File: src/rtl/dma_rdy_pkg.sv
package dma_rdy_pkg;
    typedef enum logic [1:0] {
        ST_IDLE = 2'd0,
        ST_RUN  = 2'd1,
        ST_DONE = 2'd2
    } term_state_e;
endpackage

File: src/rtl/dma_async_sync.sv
module dma_async_sync #(
    parameter int STAGES = 2
) (
    input  logic clk,
    input  logic rst_n,
    input  logic din,
    output logic dout
);
    logic [STAGES-1:0] sh;

    // falling-edge capture chain
    always_ff @(negedge clk or negedge rst_n) begin
        if (!rst_n) sh <= '0;
        else        sh <= {sh[STAGES-2:0], din};
    end

    assign dout = sh[STAGES-1];
endmodule

File: src/rtl/dma_term_fsm.sv
module dma_term_fsm
    import dma_rdy_pkg::*;
#(
    parameter int CNT_W       = 8,
    parameter int FAST_NATIVE = 2,
    parameter int FAST_LEGACY = 3
) (
    input  logic             clk,
    input  logic             rst_n,
    input  logic             rdy_en,
    input  logic             dual_mode,
    input  logic             legacy_mode,
    input  logic             fast_req,
    input  logic             cycle_start,
    input  logic             ack_sync,
    input  logic             rdy_sync,
    output logic             cycle_end,
    output logic [CNT_W-1:0] cycle_clocks
);
    // Decision happens at count L-1, the end pulse shows count L.
    localparam logic [CNT_W-1:0] THR_NAT_PLAIN = CNT_W'(FAST_NATIVE - 1);
    localparam logic [CNT_W-1:0] THR_LEG_PLAIN = CNT_W'(FAST_LEGACY - 1);
    localparam logic [CNT_W-1:0] THR_NAT_GATED = CNT_W'(FAST_NATIVE);
    localparam logic [CNT_W-1:0] THR_LEG_GATED = CNT_W'(FAST_LEGACY);
    localparam logic [CNT_W-1:0] MIN_NAT_GATED = CNT_W'(FAST_NATIVE + 1);
    localparam logic [CNT_W-1:0] MIN_LEG_GATED = CNT_W'(FAST_LEGACY + 1);
    localparam logic [CNT_W-1:0] CNT_MAX       = '1;

    term_state_e      state, state_nx;
    logic             gate_q, legacy_q, fast_q;
    logic             ack_hit, rdy_q;
    logic [CNT_W-1:0] cnt;
    logic [CNT_W-1:0] fast_thr;
    logic             ack_any, fast_ok, finish;

    // Termination rule
    always_comb begin
        ack_any  = ack_hit | ack_sync;
        unique case ({legacy_q, gate_q})
            2'b00:   fast_thr = THR_NAT_PLAIN;
            2'b01:   fast_thr = THR_NAT_GATED;
            2'b10:   fast_thr = THR_LEG_PLAIN;
            default: fast_thr = THR_LEG_GATED;
        endcase
        fast_ok  = fast_q && (cnt >= fast_thr);
        finish   = (ack_any || fast_ok) && (!gate_q || rdy_q);
    end

    // Next-state logic
    always_comb begin
        state_nx = state;
        unique case (state)
            ST_IDLE: if (cycle_start) state_nx = ST_RUN;
            ST_RUN:  if (finish)      state_nx = ST_DONE;
            ST_DONE:                  state_nx = ST_IDLE;
            default:                  state_nx = ST_IDLE;
        endcase
    end

    // State register
    always_ff @(posedge clk or negedge rst_n) begin
        if (!rst_n) state <= ST_IDLE;
        else        state <= state_nx;
    end

    // Cycle context, sticky flags and clock counter
    always_ff @(posedge clk or negedge rst_n) begin
        if (!rst_n) begin
            gate_q   <= 1'b0;
            legacy_q <= 1'b0;
            fast_q   <= 1'b0;
            ack_hit  <= 1'b0;
            rdy_q    <= 1'b0;
            cnt      <= '0;
        end else begin
            unique case (state)
                ST_IDLE: begin
                    rdy_q <= rdy_sync;
                    if (cycle_start) begin
                        gate_q   <= rdy_en & ~dual_mode;
                        legacy_q <= legacy_mode;
                        fast_q   <= fast_req;
                        ack_hit  <= 1'b0;
                        cnt      <= CNT_W'(1);
                    end else begin
                        cnt      <= '0;
                    end
                end
                ST_RUN: begin
                    ack_hit <= ack_hit | ack_sync;
                    rdy_q   <= rdy_q | rdy_sync;
                    if (cnt != CNT_MAX) cnt <= cnt + 1'b1;
                end
                ST_DONE: begin
                    rdy_q <= rdy_sync;
                end
                default: ;
            endcase
        end
    end

    // Outputs
    always_comb begin
        cycle_end    = (state == ST_DONE);
        cycle_clocks = cnt;
    end

    assert_single_pulse_R10: assert property (@(posedge clk) disable iff (!rst_n)
        cycle_end |=> !cycle_end);

    assert_gate_needs_ready_R2: assert property (@(posedge clk) disable iff (!rst_n)
        (cycle_end && gate_q) |-> $past(rdy_q));

    assert_fast_gated_min_R6: assert property (@(posedge clk) disable iff (!rst_n)
        (cycle_end && fast_q && gate_q) |->
            (cycle_clocks >= (legacy_q ? MIN_LEG_GATED : MIN_NAT_GATED)));

    assert_fast_plain_len_R5: assert property (@(posedge clk) disable iff (!rst_n)
        (cycle_end && fast_q && !gate_q) |->
            (cycle_clocks <= (legacy_q ? CNT_W'(FAST_LEGACY) : CNT_W'(FAST_NATIVE))));

    assert_len_floor_R1: assert property (@(posedge clk) disable iff (!rst_n)
        cycle_end |-> (cycle_clocks >= CNT_W'(2)));
endmodule

File: src/rtl/dma_rdy_term.sv
module dma_rdy_term #(
    parameter int CNT_W       = 8,
    parameter int SYNC_STAGES = 2,
    parameter int FAST_NATIVE = 2,
    parameter int FAST_LEGACY = 3
) (
    input  logic             clk,
    input  logic             rst_n,
    input  logic             rdy_en,
    input  logic             dual_mode,
    input  logic             legacy_mode,
    input  logic             fast_req,
    input  logic             ext_ack,
    input  logic             ext_rdy,
    input  logic             cycle_start,
    output logic             cycle_end,
    output logic [CNT_W-1:0] cycle_clocks
);
    logic ack_s, rdy_s;

    dma_async_sync #(.STAGES(SYNC_STAGES)) u_ack_sync (
        .clk(clk), .rst_n(rst_n), .din(ext_ack), .dout(ack_s)
    );

    dma_async_sync #(.STAGES(SYNC_STAGES)) u_rdy_sync (
        .clk(clk), .rst_n(rst_n), .din(ext_rdy), .dout(rdy_s)
    );

    dma_term_fsm #(
        .CNT_W(CNT_W), .FAST_NATIVE(FAST_NATIVE), .FAST_LEGACY(FAST_LEGACY)
    ) u_fsm (
        .clk(clk), .rst_n(rst_n), .rdy_en(rdy_en), .dual_mode(dual_mode),
        .legacy_mode(legacy_mode), .fast_req(fast_req), .cycle_start(cycle_start),
        .ack_sync(ack_s), .rdy_sync(rdy_s),
        .cycle_end(cycle_end), .cycle_clocks(cycle_clocks)
    );
endmodule

File: config.mk
export PLATFORM = sky130hd
export DESIGN_NAME = dma_rdy_term
export DESIGN_NICKNAME = d
export VERILOG_FILES = /design/src/rtl/dma_rdy_pkg.sv /design/src/rtl/dma_async_sync.sv /design/src/rtl/dma_term_fsm.sv /design/src/rtl/dma_rdy_term.sv
export SDC_FILE = /design/constraint.sdc
export NUM_CORES = 1
export LEC_CHECK = 0
export ABC_AREA = 1
export CAP_MARGIN = 20
export CORE_MARGIN = 5
export CORE_UTILIZATION = 57
export CTS_BUF_LIST = sky130_fd_sc_hd__clkbuf_8
export DETAILED_ROUTE_END_ITERATION = 8
export PLACE_DENSITY = 0.86
export SKIP_CTS_REPAIR_TIMING = 1
export SLEW_MARGIN = 0
export SYNTH_ARGS = -nofsm -noshare
export SYNTH_HDL_FRONTEND = slang
export SYNTH_HIERARCHICAL = 1
export SYNTH_SLANG_ARGS = --single-unit
File: constraint.sdc
create_clock -name clk -period 2.1 [get_ports clk]
set_input_delay 0.315 -clock clk [delete_from_list [all_inputs] [get_ports clk]]
set_output_delay 0.315 -clock clk [all_outputs]
set_load 0.05 [all_outputs]
After elaboration in Yosys (flattened, before gate mapping). Cells that the tools add are included.

Flip-flop bits (word level): 19. Input port bits: 9. Output and inout port bits: 9. Word-level logic and storage cells: 48.

$add $sub $neg: 1. Order comparisons: 1. Equality and inequality tests: 8. Muxes and demuxes: 10. Bitwise gates (word level): 4. Reductions and logical operators: 15.

Operator list (number): case mux 8 bit (2 select lines) (1); adder 8 x 1 -> 8 bit, second input constant (1); greater-or-equal comparator 8 x 2 -> 1 bit (1); two-way mux 8 bit (1); inequality test 8 bit, second input constant (1); case mux 2 bit (2 select lines) (2); AND reduction 2 bit (4); == test 2 x 1 -> 1 bit, second input constant (2); == test 2 bit, second input constant (2); zero test 2 bit (2); two-way mux 2 bit (2); inequality test 2 x 1 -> 1 bit, second input constant (2); case mux 1 bit (2 select lines) (2); nonzero test 2 bit (2); OR reduction 2 bit (2); logical AND 1 bit (2); logical OR 1 bit (2); two-way mux 1 bit (2); inequality test 2 bit, second input constant (1); bitwise OR 1 bit (2); bitwise AND 1 bit (1); zero test 1 bit (1); NOT 1 bit (1).

Depth between registers and ports, before layout. Gate-level depths: netlist of the first run.

Depth after elaboration: 9. Depth in mapped cells: 13. Mapped depth without buffers: 13.

Cells and area by module. The synthesis of the first run kept the hierarchy.

By module, submodules not included: dma_term_fsm (instances 1, cells each 105, area each 857.1 um2, sequential area each 375.4 um2); dma_async_sync (instances 2, cells each 2, area each 50.0 um2, sequential area each 50.0 um2).

==> impl_metrics.yaml, run 1 <==
run_status:
  outcome: "completed"
clocking:
  cts_tree: "built"
  numCtsBuffers: 3
  cts_sinks: 19
  root_buffer: "clkbuf_8"
  clkSlewWorstSetupHoldPaths_ns: 0.07
  htreeDepth: 1
  clkLatencyLatePin_ns: 0.27
  cts_max_path_buffers: 2
pwr:
  vdd_drop_max_mv: 0.852
  powerDensity_nw_per_um2: 1090
  leakage_nw: 0.585
  total_power_mw: 1.32
route:
  wl_per_cell_um: 13.6
  dr.pass1.iters: 4
  wl_um: 2020
  vias_per_cell: 5.33
  num_vias: 789
  drt_iter0_markers: 21
  ant_nets: 0
  drc: 0
sta:
  setup_viol: 0
  hold_violations: 0
  rsz0062_at_grt: "false"
  clock.fmax_ghz: 0.498
  fin_skew_ns: 0.0148
  tightestPinTransition_ns: 0.512
  slew_violations: 0
  period_share_pct: 95.6
  timing.slew.headroom_pct: 65.8
  hold_ws_ns: 0.312
  tns_ns: 0
  finalCriticalPeriod_ns: 2.01
setup_path:
  r2r_start: "u_ack_sync/sh[1]$_DFF_NN0_"
  critical_path_class: "reg2out"
  cp-end-kind: "output port"
  arrival_ns: 1.69
  cp.required_ns: 1.78
  slowest_delay_ns: 0.83
  critPathBufInv: 2
  path_cells: "inv_2, nor2_1, clkdlybuf4s50_1"
  worstPathMaxFanout: 4
  crit_path_top_delay_cell: "clkdlybuf4s50_1"
  startpoint: "u_fsm/state[1]$_DFFE_PN0P_"
  cp_top_family: "buffers and inverters"
  startpoint_type: "register"
synthesis:
  async_flop_share_pct: 100
  synth-main-ff-cell: "dfrtp_1"
  yosysSeqAreaShare_pct: 49.7
  synth_top_area_share_pct: 39.2
  synth_fp_nets: 122
  synth.area.top_cells: "dfrtp_1 (39%), nand2_1 (11%), dfrtn_1 (10%)"
  synth.most_common_cell: "nand2_1"
  synth_edf_count: 0
  yosysTopAreaCell: "dfrtp_1"
  syn_area_um2: 957
  avgSynthCellArea_um2: 8.78
  netlist_top_cells_count: "nand2_1 (27), dfrtp_1 (15), inv_1 (14), nor2_1 (8), nand3_1 (7)"
  synth_cell_type_count: 24
  yosysWarningCount: 6
  ys_seq_elements: 19
  syn_inst: 109
floorplan:
  start_util_pct: 62.1
  die_area_um2: 2600
  num_rows: 14
  io_pins: 18
  die-width_um: 51.0
  coreArea_um2: 1540
  die_h_um: 51.0
finish:
  fin_area_um2: 1210
  synthToLayoutAreaGrowth_pct: 26.3
  antenna_cells: 0
  instances_no_fill: 148
  nFillCells: 109
  drive_gt1_share_pct: 14.4
  final_nets: 146
global_routing:
  grtUsageMet2_pct: 28.9
  grt-ovfl-total: 0
  grt_pass1_vias: 776
  top_usage_layer: "met2"
  use_met3_pct: 3.49
  grt_util_all_layers_pct: 17.4
  grt_pass1_wl_um: 3350
  grt_max_degree: 12
  grt_antenna_before_repair: 0
  use_met1_pct: 19.9
place:
  placedCellCount: 144
  dp_hpwl_um: 1560
  post_dp_cell_area_um2: 1160
  gp_congestion: 0.852
  port_buffers: 17
min_path:
  min_path_type: "reg2reg"
  hp-start: "u_rdy_sync/sh[0]$_DFF_NN0_"
run:
  cap_violations: 0
==> per-layer routing <==
metal	vias up	share of wire, %
met4	0	1.2
met5	-	0
li1	394	-
met2	19	51
met3	4	4.9
met1	372	43
==> cells in the final DEF, fill, tap and decap left out, types with 3 or more instances in the layout <==
| cell | netlist | routed |
|---|---|---|
| o21ai_0 | 3 | 3 |
| inv_1 | 14 | 14 |
| dfrtn_1 | 4 | 4 |
| nor2_1 | 8 | 8 |
| inv_2 | 3 | 3 |
| clkbuf_8 | 0 | 3 |
| clkdlybuf4s50_1 | 0 | 17 |
| nand3_1 | 7 | 7 |
| nand2_1 | 27 | 27 |
| o21ai_1 | 3 | 3 |
| ha_1 | 4 | 4 |
| dfrtp_1 | 15 | 15 |
| a21oi_1 | 3 | 3 |
| o22ai_1 | 3 | 3 |
==> state kept, by name, summed over array words and instances, names as in the netlist <==
signal,cells
u_fsm/state,2
u_ack_sync/sh,2
u_fsm/fast_q,1
u_fsm/legacy_q,1
u_fsm/ack_hit,1
u_rdy_sync/sh,2
u_fsm/rdy_q,1
u_fsm/gate_q,1
u_fsm/cycle_clocks,8
==> cell families after synthesis <==
kind of cell | count (synthesis) | share of synthesized area [%]
XOR/XNOR | 3 | 2.75
AO/OA/AOI/OAI | 15 | 9.28
buffers and inverters | 18 | 7.06
adder cells (fa/ha/maj) | 4 | 5.23
AND/OR/NAND/NOR | 49 | 24.8
flip-flops | 19 | 49.7
multiplexers | 1 | 1.18
==> stage by stage <==
stage / worst slack, ns / util [%]
global route: 0.0138 / 78.4
finish: 0.0931 / 78.4
detailed placement: 0.157 / 75.4
CTS: 0.0830 / 78.4
global placement: 0.182 / 75.4
floorplan: 0.329 / -
==> power breakdown <==
| part | leakage [nW] | internal [mW] | switching, mW |
|---|---|---|---|
| clock network | 0.0255 | 0.132 | 0.117 |
| registers | 0.241 | 0.449 | 0.0705 |
| logic | 0.318 | 0.200 | 0.355 |
| total | 0.585 | 0.780 | 0.543 |
==> worst paths after layout <==
| kind | end | slack (ns) | depth (start not counted) |
|---|---|---|---|
| hold / removal | u_rdy_sync/sh[1]$_DFF_NN0_ | 0.31 | 0 |
| hold reg to reg | u_rdy_sync/sh[1]$_DFF_NN0_ | 0.31 | 0 |
| setup / recovery | cycle_end | 0.09 | 3 |
| setup reg to reg | u_fsm/state[0]$_DFFE_PN0P_ | 0.24 | 5 |
| max in group asynchronous | u_ack_sync/sh[0]$_DFF_NN0_ | 0.51 | 1 |
| min in group asynchronous | u_fsm/fast_q$_DFFE_PN0P_ | 0.36 | 1 |
==> cell type report <==
type | instances | area [µm²] | share of cell area [%]
clock buffers | 3 | 41.3 | 3.42
inverters | 18 | 67.6 | 5.59
clock inverters | 1 | 5.00 | 0.414
multi-input cells | 72 | 414 | 34.3
repair buffers | 19 | 185 | 15.3
flip-flops and latches | 19 | 475 | 39.3
well taps | 16 | 20.0 | 1.66
(Power assumes the default switching activity.)
==> inputs of run 2 (changes only) <==
--- a/config.mk
+++ b/config.mk
@@ -10,6 +10,7 @@
 export CORE_MARGIN = 5
 export CORE_UTILIZATION = 57
 export CTS_BUF_LIST = sky130_fd_sc_hd__clkbuf_8
+export CTS_CLUSTER_DIAMETER = 100
 export DETAILED_ROUTE_END_ITERATION = 8
 export PLACE_DENSITY = 0.86
 export SKIP_CTS_REPAIR_TIMING = 1
==> results of run 2 <==
Same layout as run 1: the final DEF is identical, and so are final timing and power.
